--- src/rtl/lt_pkg.sv ---
package lt_pkg;
    typedef enum logic [1:0] {
        PAT_WALK1  = 2'd0,
        PAT_WALK0  = 2'd1,
        PAT_SAMPLE = 2'd2,
        PAT_RSVD   = 2'd3
    } pat_mode_e;

    typedef enum logic [1:0] {
        CHK_IDLE   = 2'd0,
        CHK_SEEK   = 2'd1,
        CHK_LOCK   = 2'd2,
        CHK_NOLOCK = 2'd3
    } chk_state_e;
endpackage

--- src/rtl/lt_pat_word.sv ---
module lt_pat_word
    import lt_pkg::*;
#(
    parameter int W   = 26,
    parameter int SD  = 8,
    parameter int IXW = 5
) (
    input  pat_mode_e        mode,
    input  logic [IXW-1:0]   idx,
    input  logic [W-1:0]     smp_word,
    output logic [W-1:0]     word,
    output logic [IXW-1:0]   idx_next
);
    logic [W-1:0]   onehot;
    logic [IXW-1:0] last;

    always_comb begin
        for (int i = 0; i < W; i++) begin
            onehot[i] = (idx == IXW'(i));
        end
        case (mode)
            PAT_WALK0:  word = ~onehot;
            PAT_SAMPLE: word = smp_word;
            default:    word = onehot;
        endcase
        last     = (mode == PAT_SAMPLE) ? IXW'(SD - 1) : IXW'(W - 1);
        idx_next = (idx >= last) ? '0 : idx + 1'b1;
    end
endmodule

--- src/rtl/lt_tx.sv ---
module lt_tx
    import lt_pkg::*;
#(
    parameter int W   = 26,
    parameter int SD  = 8,
    parameter int IXW = 5
) (
    input  logic           clk,
    input  logic           rst_n,
    input  logic           run,
    input  pat_mode_e      cfg_mode,
    input  logic [W-1:0]   smp_word,
    output logic [IXW-1:0] rd_idx,
    output logic [W-1:0]   tx_data,
    output logic           tx_marker,
    output logic           tx_valid
);
    typedef struct packed {
        logic           active;
        pat_mode_e      mode;
        logic [IXW-1:0] nidx;
        logic [W-1:0]   data;
        logic           marker;
        logic           valid;
    } tx_st_t;

    tx_st_t         st_d, st_q;
    pat_mode_e      g_mode;
    logic [IXW-1:0] g_idx, g_next;
    logic [W-1:0]   g_word;

    assign g_mode = st_q.active ? st_q.mode : cfg_mode;
    assign g_idx  = st_q.active ? st_q.nidx : '0;
    assign rd_idx = g_idx;

    lt_pat_word #(.W(W), .SD(SD), .IXW(IXW)) i_gen (
        .mode(g_mode), .idx(g_idx), .smp_word(smp_word),
        .word(g_word), .idx_next(g_next)
    );

    always_comb begin
        st_d = st_q;
        if (!run) begin
            st_d.active = 1'b0;
            st_d.valid  = 1'b0;
            st_d.marker = 1'b0;
        end else begin
            st_d.active = 1'b1;
            st_d.mode   = g_mode;
            st_d.nidx   = g_next;
            st_d.data   = g_word;
            st_d.marker = !st_q.active;
            st_d.valid  = 1'b1;
        end
    end

    always_ff @(posedge clk or negedge rst_n) begin
        if (!rst_n) st_q <= '0;
        else        st_q <= st_d;
    end

    assign tx_data   = st_q.data;
    assign tx_marker = st_q.marker;
    assign tx_valid  = st_q.valid;

    assert_marker_single_R1: assert property (@(posedge clk) disable iff (!rst_n)
        st_q.marker |=> !st_q.marker);
    assert_walk1_onehot_R2: assert property (@(posedge clk) disable iff (!rst_n)
        (st_q.valid && st_q.mode == PAT_WALK1) |-> ($countones(st_q.data) == 1));
endmodule

--- src/rtl/lt_fix.sv ---
module lt_fix #(
    parameter int W   = 26,
    parameter int PIW = 5
) (
    input  logic             clk,
    input  logic             rst_n,
    input  logic [W-1:0]     cfg_inv,
    input  logic [W*PIW-1:0] cfg_perm,
    input  logic [W-1:0]     raw_data,
    input  logic             raw_marker,
    input  logic             raw_valid,
    output logic [W-1:0]     fix_data,
    output logic             fix_marker,
    output logic             fix_valid
);
    typedef struct packed {
        logic [W-1:0] data;
        logic         marker;
        logic         valid;
    } fix_st_t;

    fix_st_t      st_d, st_q;
    logic [W-1:0] repaired;

    for (genvar i = 0; i < W; i++) begin : g_bit
        logic [PIW-1:0] sel;
        assign sel = cfg_perm[i*PIW +: PIW];
        assign repaired[i] = ({1'b0, sel} < (PIW+1)'(W)) ? (raw_data[sel] ^ cfg_inv[i]) : cfg_inv[i];
    end

    always_comb begin
        st_d.data   = repaired;
        st_d.marker = raw_marker;
        st_d.valid  = raw_valid;
    end

    always_ff @(posedge clk or negedge rst_n) begin
        if (!rst_n) st_q <= '0;
        else        st_q <= st_d;
    end

    assign fix_data   = st_q.data;
    assign fix_marker = st_q.marker;
    assign fix_valid  = st_q.valid;
endmodule

--- src/rtl/lt_chk.sv ---
module lt_chk
    import lt_pkg::*;
#(
    parameter int W            = 26,
    parameter int SD           = 8,
    parameter int IXW          = 5,
    parameter int LOCK_TIMEOUT = 64,
    parameter int CNT_W        = 32,
    parameter int TW           = 7
) (
    input  logic             clk,
    input  logic             rst_n,
    input  logic             arm,
    input  pat_mode_e        cfg_mode,
    input  logic [W-1:0]     in_data,
    input  logic             in_marker,
    input  logic             in_valid,
    input  logic [W-1:0]     smp_word,
    output logic [IXW-1:0]   rd_idx,
    output logic             locked,
    output logic             no_lock,
    output logic [CNT_W-1:0] err_count,
    output logic [W-1:0]     err_bits,
    output logic             cap_wr
);
    typedef struct packed {
        chk_state_e       st;
        logic [TW-1:0]    tmo;
        logic [IXW-1:0]   idx;
        pat_mode_e        mode;
        logic [CNT_W-1:0] err;
        logic [W-1:0]     sticky;
    } chk_st_t;

    chk_st_t        st_d, st_q;
    logic [W-1:0]   exp_word, miss;
    logic [IXW-1:0] exp_next;
    logic           take;

    assign rd_idx = st_q.idx;

    lt_pat_word #(.W(W), .SD(SD), .IXW(IXW)) i_exp (
        .mode(st_q.mode), .idx(st_q.idx), .smp_word(smp_word),
        .word(exp_word), .idx_next(exp_next)
    );

    assign miss = in_data ^ exp_word;

    always_comb begin
        st_d   = st_q;
        take   = 1'b0;
        cap_wr = 1'b0;
        case (st_q.st)
            CHK_SEEK: begin
                if (in_valid && in_marker) begin
                    st_d.st = CHK_LOCK;
                    take    = 1'b1;
                end else if (st_q.tmo == TW'(LOCK_TIMEOUT - 1)) begin
                    st_d.st = CHK_NOLOCK;
                end else begin
                    st_d.tmo = st_q.tmo + 1'b1;
                end
            end
            CHK_LOCK: take = in_valid;
            default: ;
        endcase
        if (take) begin
            cap_wr   = 1'b1;
            st_d.idx = exp_next;
            if (|miss) begin
                if (st_q.err != '1) st_d.err = st_q.err + 1'b1;
                st_d.sticky = st_q.sticky | miss;
            end
        end
        if (arm) begin
            st_d.st     = CHK_SEEK;
            st_d.tmo    = '0;
            st_d.idx    = '0;
            st_d.err    = '0;
            st_d.sticky = '0;
            st_d.mode   = cfg_mode;
            cap_wr      = 1'b0;
        end
    end

    always_ff @(posedge clk or negedge rst_n) begin
        if (!rst_n) st_q <= '0;
        else        st_q <= st_d;
    end

    assign locked    = (st_q.st == CHK_LOCK);
    assign no_lock   = (st_q.st == CHK_NOLOCK);
    assign err_count = st_q.err;
    assign err_bits  = st_q.sticky;

    assert_lock_holds_R6: assert property (@(posedge clk) disable iff (!rst_n)
        (st_q.st == CHK_LOCK && !arm) |=> (st_q.st == CHK_LOCK));
    assert_seek_window_R7: assert property (@(posedge clk) disable iff (!rst_n)
        (st_q.st == CHK_SEEK) |-> (st_q.tmo < TW'(LOCK_TIMEOUT)));
    assert_err_monotonic_R8: assert property (@(posedge clk) disable iff (!rst_n)
        !arm |=> (st_q.err >= $past(st_q.err)));
    assert_clear_on_arm_R10: assert property (@(posedge clk) disable iff (!rst_n)
        arm |=> (st_q.err == '0 && st_q.sticky == '0));
endmodule

--- src/rtl/lt_fifo.sv ---
module lt_fifo #(
    parameter int W     = 26,
    parameter int DEPTH = 16
) (
    input  logic         clk,
    input  logic         rst_n,
    input  logic         flush,
    input  logic         wr,
    input  logic [W-1:0] wdata,
    input  logic         rd,
    output logic [W-1:0] rdata,
    output logic         empty,
    output logic         full
);
    localparam int PW = (DEPTH > 1) ? $clog2(DEPTH) : 1;

    typedef struct packed {
        logic [PW-1:0] wp;
        logic [PW-1:0] rp;
        logic [PW:0]   cnt;
    } ff_st_t;

    ff_st_t       st_d, st_q;
    logic [W-1:0] mem [DEPTH];
    logic         do_wr, do_rd;

    assign full  = (st_q.cnt == (PW+1)'(DEPTH));
    assign empty = (st_q.cnt == '0);
    assign do_wr = wr && !full && !flush;
    assign do_rd = rd && !empty && !flush;

    always_comb begin
        st_d = st_q;
        if (flush) begin
            st_d = '0;
        end else begin
            if (do_wr) st_d.wp = (st_q.wp == PW'(DEPTH - 1)) ? '0 : st_q.wp + 1'b1;
            if (do_rd) st_d.rp = (st_q.rp == PW'(DEPTH - 1)) ? '0 : st_q.rp + 1'b1;
            st_d.cnt = st_q.cnt + (PW+1)'(do_wr) - (PW+1)'(do_rd);
        end
    end

    always_ff @(posedge clk or negedge rst_n) begin
        if (!rst_n) st_q <= '0;
        else        st_q <= st_d;
    end

    always_ff @(posedge clk) begin
        if (do_wr) mem[st_q.wp] <= wdata;
    end

    assign rdata = mem[st_q.rp];

    assert_fifo_bound_R9: assert property (@(posedge clk) disable iff (!rst_n)
        st_q.cnt <= (PW+1)'(DEPTH));
    assert_fifo_keep_R9: assert property (@(posedge clk) disable iff (!rst_n)
        (full && !rd && !flush) |=> full);
endmodule

--- src/rtl/link_tester.sv ---
module link_tester
    import lt_pkg::*;
#(
    parameter int W            = 26,
    parameter int SD           = 8,
    parameter int FIFO_DEPTH   = 16,
    parameter int LOCK_TIMEOUT = 64,
    parameter int CNT_W        = 32,
    localparam int PIW         = $clog2(W),
    localparam int SAW         = $clog2(SD)
) (
    input  logic             clk,
    input  logic             rst_n,
    input  logic [1:0]       cfg_mode,
    input  logic [W-1:0]     cfg_inv,
    input  logic [W*PIW-1:0] cfg_perm,
    input  logic             smp_we,
    input  logic [SAW-1:0]   smp_addr,
    input  logic [W-1:0]     smp_wdata,
    input  logic             tx_run,
    output logic [W-1:0]     tx_data,
    output logic             tx_marker,
    output logic             tx_valid,
    input  logic [W-1:0]     rx_data,
    input  logic             rx_marker,
    input  logic             rx_valid,
    input  logic             rx_arm,
    output logic             locked,
    output logic             no_lock,
    output logic [CNT_W-1:0] err_count,
    output logic [W-1:0]     err_bits,
    input  logic             fifo_rd,
    output logic [W-1:0]     fifo_dout,
    output logic             fifo_empty,
    output logic             fifo_full
);
    localparam int MAXN = (W > SD) ? W : SD;
    localparam int IXW  = $clog2(MAXN);
    localparam int TW   = $clog2(LOCK_TIMEOUT + 1);
    localparam logic [IXW-1:0] SD_I = IXW'(SD);

    pat_mode_e      mode_in;
    logic [W-1:0]   smp_mem [SD];
    logic [IXW-1:0] tx_idx, chk_idx;
    logic [W-1:0]   tx_smp, chk_smp;
    logic [W-1:0]   fix_data;
    logic           fix_marker, fix_valid, cap_wr;

    assign mode_in = pat_mode_e'(cfg_mode);

    always_ff @(posedge clk or negedge rst_n) begin
        if (!rst_n) begin
            for (int i = 0; i < SD; i++) smp_mem[i] <= '0;
        end else if (smp_we) begin
            smp_mem[smp_addr] <= smp_wdata;
        end
    end

    assign tx_smp  = smp_mem[SAW'(tx_idx % SD_I)];
    assign chk_smp = smp_mem[SAW'(chk_idx % SD_I)];

    lt_tx #(.W(W), .SD(SD), .IXW(IXW)) i_tx (
        .clk(clk), .rst_n(rst_n), .run(tx_run), .cfg_mode(mode_in),
        .smp_word(tx_smp), .rd_idx(tx_idx),
        .tx_data(tx_data), .tx_marker(tx_marker), .tx_valid(tx_valid)
    );

    lt_fix #(.W(W), .PIW(PIW)) i_fix (
        .clk(clk), .rst_n(rst_n), .cfg_inv(cfg_inv), .cfg_perm(cfg_perm),
        .raw_data(rx_data), .raw_marker(rx_marker), .raw_valid(rx_valid),
        .fix_data(fix_data), .fix_marker(fix_marker), .fix_valid(fix_valid)
    );

    lt_chk #(.W(W), .SD(SD), .IXW(IXW), .LOCK_TIMEOUT(LOCK_TIMEOUT),
             .CNT_W(CNT_W), .TW(TW)) i_chk (
        .clk(clk), .rst_n(rst_n), .arm(rx_arm), .cfg_mode(mode_in),
        .in_data(fix_data), .in_marker(fix_marker), .in_valid(fix_valid),
        .smp_word(chk_smp), .rd_idx(chk_idx),
        .locked(locked), .no_lock(no_lock), .err_count(err_count),
        .err_bits(err_bits), .cap_wr(cap_wr)
    );

    lt_fifo #(.W(W), .DEPTH(FIFO_DEPTH)) i_fifo (
        .clk(clk), .rst_n(rst_n), .flush(rx_arm), .wr(cap_wr), .wdata(fix_data),
        .rd(fifo_rd), .rdata(fifo_dout), .empty(fifo_empty), .full(fifo_full)
    );
endmodule

--- config.mk ---
export PLATFORM = sky130hd
export DESIGN_NAME = link_tester
export DESIGN_NICKNAME = d
export VERILOG_FILES = /design/src/rtl/lt_pkg.sv /design/src/rtl/lt_pat_word.sv /design/src/rtl/lt_tx.sv /design/src/rtl/lt_fix.sv /design/src/rtl/lt_chk.sv /design/src/rtl/lt_fifo.sv /design/src/rtl/link_tester.sv
export SDC_FILE = /design/constraint.sdc
export NUM_CORES = 1
export LEC_CHECK = 0
export BUFFER_PORTS_ARGS = -buffer_cell sky130_fd_sc_hd__buf_2
export CELL_PAD_IN_SITES_DETAIL_PLACEMENT = 1
export CELL_PAD_IN_SITES_GLOBAL_PLACEMENT = 2
export CORE_ASPECT_RATIO = 0.7
export CORE_MARGIN = 8
export CORE_UTILIZATION = 44
export DETAILED_ROUTE_END_ITERATION = 7
export GPL_ROUTABILITY_DRIVEN = 1
export PLACE_DENSITY_LB_ADDON = 0.1
export SYNTH_ARGS = -nofsm -noshare
export SYNTH_HDL_FRONTEND = slang
export SYNTH_HIERARCHICAL = 1
export SYNTH_SLANG_ARGS = --single-unit
--- constraint.sdc ---
create_clock -name clk -period 5.02 [get_ports clk]
set_clock_uncertainty 0.15 [all_clocks]
set_input_delay 0.502 -clock clk [delete_from_list [all_inputs] [get_ports clk]]
set_output_delay 0.502 -clock clk [all_outputs]
set_load 0.005 [all_outputs]
==> run metrics, run 1 <==
Pleak=17.9 nW; Critical Path Start Type=flip-flop; placed cells=4336; total track usage=25.1%; GR Util met1=34.1%; Finished Layout Cells=4558; full die area=108000 sq um; First-pass DRT Iterations=5; port bufs=336; cell chosen for the clock root=clkbuf_16; max-slew violation count=0; Clk Latency, worst-skew pair=0.67 ns; Max Clock Freq=218 MHz; Avg Vias per Cell=6.27; crit-path max FO=23; power density over the cells=391 nW/um^2; area of the multi-input gates=19300 sq um; setup slack, reg-to-reg=0.44 ns; clk buf depth=3; Final nets=3460; via count=28.6k; largest net degree at the start of global routing=123; GRT Max-Usage Layer=met2; Initial DRC Count=2331; setup slack after layout=0.439 ns; final core utilization=49.9%; DIE WIDTH=389 um; htree depth=3; met2 Use GR=40.9%; Setup TNS Final=0 ns; clock-pin slew of the registers on the worst-case setup and hold paths=0.06 ns; Final Cycle Share=91.3%; M3 GR Usage=4.23%; post-DR wirelength/cell=30.4 um; critical path arrival=4.96 ns; Post-Place Setup Slack=0.540 ns; Final ANT Viol Nets=0; initial antenna violation count=33; hpwl dp=90.9 mm; Die Ht=277 um; Crit. End Element=flip-flop; max_cap viols=0; routability cong.=0.868; final setup fails=0; synthesized area per cell=14.2 sq um; Inserted Clock Buffers=81; Worst-Margin Slew=1.21 ns; FP Rows=95; critical path endpoint=i_chk/err_count[11]; Syn. warnings=6; synthesized netlist cell count=3009; final hold viol count=0; share of cells above drive strength 1=37.2%; first-pass GRT wire length=205 mm; # DRC=0; Post-Syn Nets=3265; CTS sink cnt=774; hold crit path type=input port to flip-flop; total wire length=139 mm; slew margin rel.=19.2%; WP data required=5.40 ns; Initial Utilization=44.5%; peak supply drop=0.000298 V; RSZ-0062 raised after global routing=no; CP startpoint=i_chk/rd_idx[0]; status=finished, final reports clean; Worst Reg-to-Reg Cells=12; RR Startpoint=i_chk/rd_idx[0]; FF+latch area=21500 sq um; Worst R2R End=i_chk/err_count[11]; Core ar.=96200 sq um; worst setup path category=flip-flop to flip-flop; CTS tree=built; Congestion Overflow GR=0; commonest cells after routing, fill and taps aside=416 x edfxtp_1, 354 x dfrtp_1, 334 x buf_2; Post-Syn Area=42800 sq um; most common cell after layout, fill and taps aside=edfxtp_1; number of global-route vias before repair=30.5k; IO Pins=337; P&R area growth vs syn=12.2%; fillcell total=9454; min Tclk post-route=4.58 ns
worst max-delay path, stage by stage (launching register included):
cell and delay, ns:
dfrtp_4 0.70, buf_4 0.27, mux4_2 0.50, mux2_2 0.32
a221oi_1 0.30, a21oi_1 0.09, xor2_1 0.21, nor4_1 0.49
nand4_1 0.21, o22a_1 0.50, o21ai_2 0.20, buf_4 0.32
o221ai_1 0.16
how the worst min path moves through the flow:
stage	from	endpoint	slack [ns]	depth (start not counted)
floorplan	rst_n	i_chk/err_bits[0]	0.06	0
global placement	i_tx/st_q[30]	i_tx/st_q[30]	0.33	1
detailed placement	i_chk/err_bits[8]	i_chk/err_bits[8]	0.34	2
CTS	smp_wdata[24]	smp_mem[102]	0.002	2
global route	smp_wdata[7]	smp_mem[163]	0.03	2
finish	smp_wdata[7]	smp_mem[59]	0.05	2
power breakdown:
part | leakage, nW | internal (W) | total [W] | switching (W)
registers | 8.17 | 0.00744 | 0.00830 | 0.000854
logic | 8.42 | 0.00224 | 0.00447 | 0.00223
clock network | 1.30 | 0.00337 | 0.00600 | 0.00263
total | 17.9 | 0.0131 | 0.0188 | 0.00572
through the flow:
step	instance area, sq um	power (W)	hold WS (ns)
final	48000	0.0188	0.0490
after floorplan	42800	0.0113	0.0564
after CTS	47900	0.0190	0.00161
after detailed placement	44800	0.0129	0.339
after global placement	44800	0.0127	0.333
after global routing	48000	0.0196	0.0255
sequential cells by signal, summed over array words and instances (netlist names), 5 cells and up:
name             count
i_chk/err_bits      26
i_chk/err_count     32
i_chk/rd_idx         5
i_chk/st_q          11
i_fifo/mem         416
i_fifo/st_q         13
i_fix/fix_data      26
i_tx/st_q            8
i_tx/tx_data        26
smp_mem            208
cell type report:
class / count / area share, %
antenna: 27 / 0.141
tap: 1261 / 3.29
inverter: 48 / 0.375
multi-input combinational: 1853 / 40.3
clock inverter: 40 / 0.842
sequential: 774 / 44.7
timing repair buffer: 446 / 5.67
clock buffer: 109 / 4.72
timing repair:
item / CTS / global route
hold buffers: 46 / 0
setup buffers: 0 / 0
setup endpoints to repair: 0 / 0
endpoints found under the hold margin: 200 / 0
resized for setup: 0 / 0
layer usage:
| layer | vias up | share of wire [%] | wire length (um) |
|---|---|---|---|
| met5 | - | 0.035 | 48 |
| met4 | 8 | 3.3 | 4570 |
| met3 | 229 | 5.2 | 7280 |
| met2 | 870 | 48 | 67000 |
| met1 | 15325 | 43 | 59800 |
| li1 | 12139 | - | - |
Power figures use the tool's default switching activity.
==> run 2, diff against run 1 <==
--- a/config.mk
+++ b/config.mk
@@ -6,11 +6,11 @@
 export NUM_CORES = 1
 export LEC_CHECK = 0
 export BUFFER_PORTS_ARGS = -buffer_cell sky130_fd_sc_hd__buf_2
-export CELL_PAD_IN_SITES_DETAIL_PLACEMENT = 1
-export CELL_PAD_IN_SITES_GLOBAL_PLACEMENT = 2
+export CELL_PAD_IN_SITES_DETAIL_PLACEMENT = 0
+export CELL_PAD_IN_SITES_GLOBAL_PLACEMENT = 1
 export CORE_ASPECT_RATIO = 0.7
 export CORE_MARGIN = 8
-export CORE_UTILIZATION = 44
+export CORE_UTILIZATION = 51
 export DETAILED_ROUTE_END_ITERATION = 7
 export GPL_ROUTABILITY_DRIVEN = 1
 export PLACE_DENSITY_LB_ADDON = 0.1
==> run metrics, run 2 (synthesis results as in run 1) <==
clock-pin slew of the registers on the worst-case setup and hold paths=0.06 ns; First-pass DRT Iterations=8; largest net degree at the start of global routing=127; Initial Utilization=51.1%; power density over the cells=390 nW/um^2; Avg Vias per Cell=6.49; Die Ht=258 um; Inserted Clock Buffers=79; Core ar.=83700 sq um; RSZ-0062 raised after global routing=no; Worst Reg-to-Reg Cells=12; post-DR wirelength/cell=29.1 um; most common cell after layout, fill and taps aside=edfxtp_1; Max Clock Freq=221 MHz; critical path endpoint=i_chk/err_count[11]; P&R area growth vs syn=11.4%; setup slack, reg-to-reg=0.49 ns; DIE WIDTH=362 um; CTS tree=built; Final nets=3447; IO Pins=337; Crit. End Element=flip-flop; max reg flops=416; share of cells above drive strength 1=37.6%; FP Rows=89; # DRC=0; commonest cells after routing, fill and taps aside=416 x edfxtp_1, 354 x dfrtp_1, 334 x buf_2; htree depth=3; WP data required=5.35 ns; Final ANT Viol Nets=0; Setup TNS Final=0 ns; Final Cycle Share=90.3%; Hold WS=0.0345 ns; CTS sink cnt=774; Congestion Overflow GR=0; worst setup path category=flip-flop to flip-flop; setup slack after layout=0.486 ns; total track usage=26.8%; hold crit path type=input port to flip-flop; Initial DRC Count=3417; Critical Path Start Type=flip-flop; critical path arrival=4.86 ns; cell chosen for the clock root=clkbuf_16; port bufs=336; final setup fails=0; Worst R2R End=i_chk/err_count[11]; Worst-Margin Slew=1.24 ns; Clk Latency, worst-skew pair=0.65 ns; first-pass GRT wire length=191 mm; full die area=93600 sq um; status=finished, final reports clean; min Tclk post-route=4.53 ns; hpwl dp=83.4 mm; crit-path max FO=17; max-slew violation count=0; final hold viol count=0; Post-Place Setup Slack=0.567 ns; slew margin rel.=17.2%; peak supply drop=0.000274 V; initial antenna violation count=34; clk buf depth=3; Pleak=17.8 nW; max_cap viols=0; largest reg by FF count=i_fifo/mem; Setup Fix Bufs, Post-CTS=0; routability cong.=0.883; via count=28.7k; RR Startpoint=i_chk/rd_idx[0]; CP startpoint=i_chk/rd_idx[0]; total wire length=129 mm; number of global-route vias before repair=28.9k
run 2: cell count changes in the layout (fill, tap and decap cells not counted), sizes merged:
cell | previous run | this run
dlygate4sd3 | 46 | 31
buf | 400 | 404
clkbuf | 109 | 106
clkinv | 31 | 29
diode | 27 | 25
clkinvlp | 4 | 5
inv | 50 | 51
run 2: critical path, stage by stage, from the launching register on:
cell	delay, ns
dfrtp_4	0.68
buf_4	0.31
mux4_2	0.53
mux2_2	0.33
a221oi_2	0.27
a21oi_1	0.10
xor2_1	0.22
nor4_1	0.37
nand4_1	0.26
o22a_1	0.34
o21ai_2	0.35
buf_4	0.31
o221ai_1	0.13
run 2: layout make-up:
cell class	count	area, sq um
Fill cell	6720	36100
Sequential cell	774	21500
Multi-Input combinational cell	1853	19300
Timing Repair Buffer	435	2600
Clock buffer	106	2210
Tap cell	1137	1420
Clock inverter	40	398
Inverter	48	180
Antenna cell	25	62.6
run 2: repair_timing:
item / 4_1_cts / 5_1_grt
hold endpoints to repair: 154 / 0
resized for setup: 0 / 0
hold buffers: 31 / 0
run 2: worst min-delay path by stage:
stage / from / cells past startpoint / slack (ns) / endpoint
final: cfg_inv[10] / 2 / 0.03 / i_fix/fix_data[10]
after detailed placement: i_tx/st_q[34] / 1 / 0.34 / i_tx/st_q[34]
after global routing: cfg_inv[10] / 2 / 0.03 / i_fix/fix_data[10]
after floorplan: rst_n / 0 / 0.06 / i_chk/err_bits[0]
after global placement: i_tx/st_q[29] / 1 / 0.33 / i_tx/st_q[29]
after CTS: smp_wdata[23] / 2 / 0.002 / smp_mem[127]
run 2: metrics by stage:
step                      area, sq um  util (%)  power [W]  std cells
after floorplan                 42800         -     0.0113       3009
after detailed placement        44700      53.4     0.0128       4216
after CTS                       47600      56.9     0.0187       4393
final                           47700      56.9     0.0186       4418
after global placement          44700      53.4     0.0126       4216
after global routing            47700      56.9     0.0194       4406
run 2: where the power goes:
part	total [W]	switching (W)	internal [W]
clock	0.00587	0.00257	0.00330
sequential	0.00829	0.000846	0.00744
combinational	0.00442	0.00220	0.00222
run 2: per-layer routing:
layer  vias to the layer above  global-route usage, %  share of wire (%)
met4                         6                   6.80                2.0
met3                       181                   6.36                9.6
met2                      1391                   39.8                 45
li1                      12127                      -                  -
met1                     14982                   39.9                 43
met5                         -                      0              0.031
==> run 3, diff against run 2 <==
--- a/config.mk
+++ b/config.mk
@@ -5,16 +5,15 @@
 export SDC_FILE = /design/constraint.sdc
 export NUM_CORES = 1
 export LEC_CHECK = 0
-export BUFFER_PORTS_ARGS = -buffer_cell sky130_fd_sc_hd__buf_2
 export CELL_PAD_IN_SITES_DETAIL_PLACEMENT = 0
 export CELL_PAD_IN_SITES_GLOBAL_PLACEMENT = 1
 export CORE_ASPECT_RATIO = 0.7
 export CORE_MARGIN = 8
-export CORE_UTILIZATION = 51
+export CORE_UTILIZATION = 53
 export DETAILED_ROUTE_END_ITERATION = 7
+export DONT_BUFFER_PORTS = 1
 export GPL_ROUTABILITY_DRIVEN = 1
 export PLACE_DENSITY_LB_ADDON = 0.1
 export SYNTH_ARGS = -nofsm -noshare
 export SYNTH_HDL_FRONTEND = slang
-export SYNTH_HIERARCHICAL = 1
 export SYNTH_SLANG_ARGS = --single-unit
==> run metrics, run 3 <==
Crit. End Element=flip-flop; RSZ-0062 raised after global routing=no; Post-Place Setup Slack=0.674 ns; Max Clock Freq=228 MHz; port bufs=0; clock-pin slew of the registers on the worst-case setup and hold paths=0.07 ns; First-pass DRT Iterations=6; status=finished with violations; WP data required=5.41 ns; slew margin rel.=5.90%; Post-synth EDFFs=416; crit-path max FO=57; Post-CTS Resized=0; final hold viol count=358; Post-Syn Area=42600 sq um; Post-synth top flop=edfxtp_1; clk buf depth=3; Final nets=3363; commonest cells after routing, fill and taps aside=416 x edfxtp_1, 354 x dfrtp_1, 267 x mux2_2; most common cell in the netlist=edfxtp_1; post-DR wirelength/cell=31.0 um; min Tclk post-route=4.38 ns; post-synth top area share=29.3%; IO Pins=337; most common cell after layout, fill and taps aside=edfxtp_1; routability cong.=0.883; Pleak=16.8 nW; max-slew violation count=0; Die Ht=253 um; synthesized area per cell=13.2 sq um; Core ar.=80100 sq um; worst setup path category=flip-flop to flip-flop; htree depth=3; Avg Vias per Cell=6.78; CTS sink cnt=774; post-synthesis cell type count=78; via count=28.8k; total track usage=28.4%; Final Cycle Share=87.2%; largest net degree at the start of global routing=359; Worst Reg-to-Reg Cells=12; peak supply drop=0.000269 V; top cells by area, synth=edfxtp_1 29%, dfrtp_1 21%, mux4_2 14%; Worst-Margin Slew=1.41 ns; full die area=89900 sq um; Initial Utilization=53.2%; final setup fails=0; Seq cells post-synth=774; power density over the cells=390 nW/um^2; first-pass GRT wire length=192 mm; # DRC=0; Area after DPL=42900 sq um; Setup TNS Final=0 ns; Inserted Clock Buffers=79; initial antenna violation count=4; register area share after synthesis=50.3%; critical path arrival=4.77 ns; fraction of registers with async set/reset=46.3%; synthesized netlist cell count=3225; Post-Syn Nets=3485; cell chosen for the clock root=clkbuf_16; max_cap viols=0; FP Rows=87; synth cell count leaders=416 x edfxtp_1, 358 x dfrtp_1, 267 x mux2_2; final instance area=46400 sq um; max reg flops=416; share of cells above drive strength 1=24.0%; Hold WS=-0.589 ns; CTS Hold Bufs=74; Yosys top cell by area=edfxtp_1; Clk Latency, worst-skew pair=0.66 ns; hold crit path type=input port to async pin; Congestion Overflow GR=0; Critical Path Start Type=flip-flop; Syn. warnings=0; largest reg by FF count=i_fifo.mem; Final ANT Viol Nets=0; total wire length=132 mm; DIE WIDTH=355 um; P&R area growth vs syn=8.89%; CTS tree=built; failing checks=negative hold slack; number of global-route vias before repair=28.3k; setup slack after layout=0.643 ns; Initial DRC Count=3172; hpwl dp=83.9 mm
-- run 3: critical path, cell delays in order (launching register included) --
cell and delay [ns]:
dfrtp_4 0.61, inv_1 0.18, ha_1 0.39, or4b_4 0.53, a21o_1 0.21, a311o_1 0.32
and4_4 0.15, nor4_1 0.35, nand4_1 0.28, o21ai_4 0.21, buf_4 0.47, nor4_1 0.10
a311o_1 0.28
-- run 3: path summary, 6_finish.rpt --
kind                                       from             endpoint  slack (ns)
worst max-delay path            i_chk.rd_idx[0]  i_chk.err_count[13]        0.64
worst min-delay path                      rst_n     i_tx.tx_data[12]       -0.59
worst max register to register  i_chk.rd_idx[0]  i_chk.err_count[13]        0.64
worst min register to register    i_tx.st_q[34]        i_tx.st_q[34]        0.36
max in group asynchronous                 rst_n       i_fifo.st_q[5]        4.01
min in group clk                   cfg_perm[34]    i_fix.fix_data[6]        0.03
-- run 3: routing by layer --
layer	routed length (um)	global-route usage [%]
met1	53800	39.4
met2	61800	45.0
met3	12300	7.05
met4	3650	7.55
met5	0	0
-- run 3: area by class of cell --
class,instances,area [sq um]
Timing Repair Buffer,143,1350
Clock buffer,99,2150
Inverter,67,251
Sequential cell,774,21500
Multi-Input combinational cell,2038,19200
Tap cell,1068,1340
Antenna cell,5,12.5
Fill cell,6312,33700
Clock inverter,47,593
-- run 3: cells by family after synthesis --
group | synth area share (%)
AOI/OAI and AO/OA | 7.96
xor gates and xnor gates | 0.822
adders and majority gates | 1.16
buffers and inverters | 4.66
DFF | 50.3
muxes | 26.8
and+or+nand+nor | 8.29
-- run 3: report_power, final --
part | internal, W | leakage [nW] | switching [W]
registers | 0.00744 | 8.16 | 0.000844
logic | 0.00182 | 7.27 | 0.00177
clock network | 0.00360 | 1.33 | 0.00261
total | 0.0129 | 16.8 | 0.00523
-- run 3: repair_timing --
item / 4_1_cts / 5_1_grt
buffers inserted: 0 / 0
setup endpoints to repair: 0 / 0
endpoints found under the hold margin: 703 / 358
-- run 3: stage by stage --
step	hold WS, ns	power, W	instances	utilization, %
global placement	0.0692	0.0117	4016	53.5
finish	-0.589	0.0181	4241	57.9
detailed placement	0.0683	0.0119	4016	53.5
floorplan	0.0564	0.0109	3225	-
CTS	-0.626	0.0182	4236	57.9
global route	-0.620	0.0188	4239	57.9
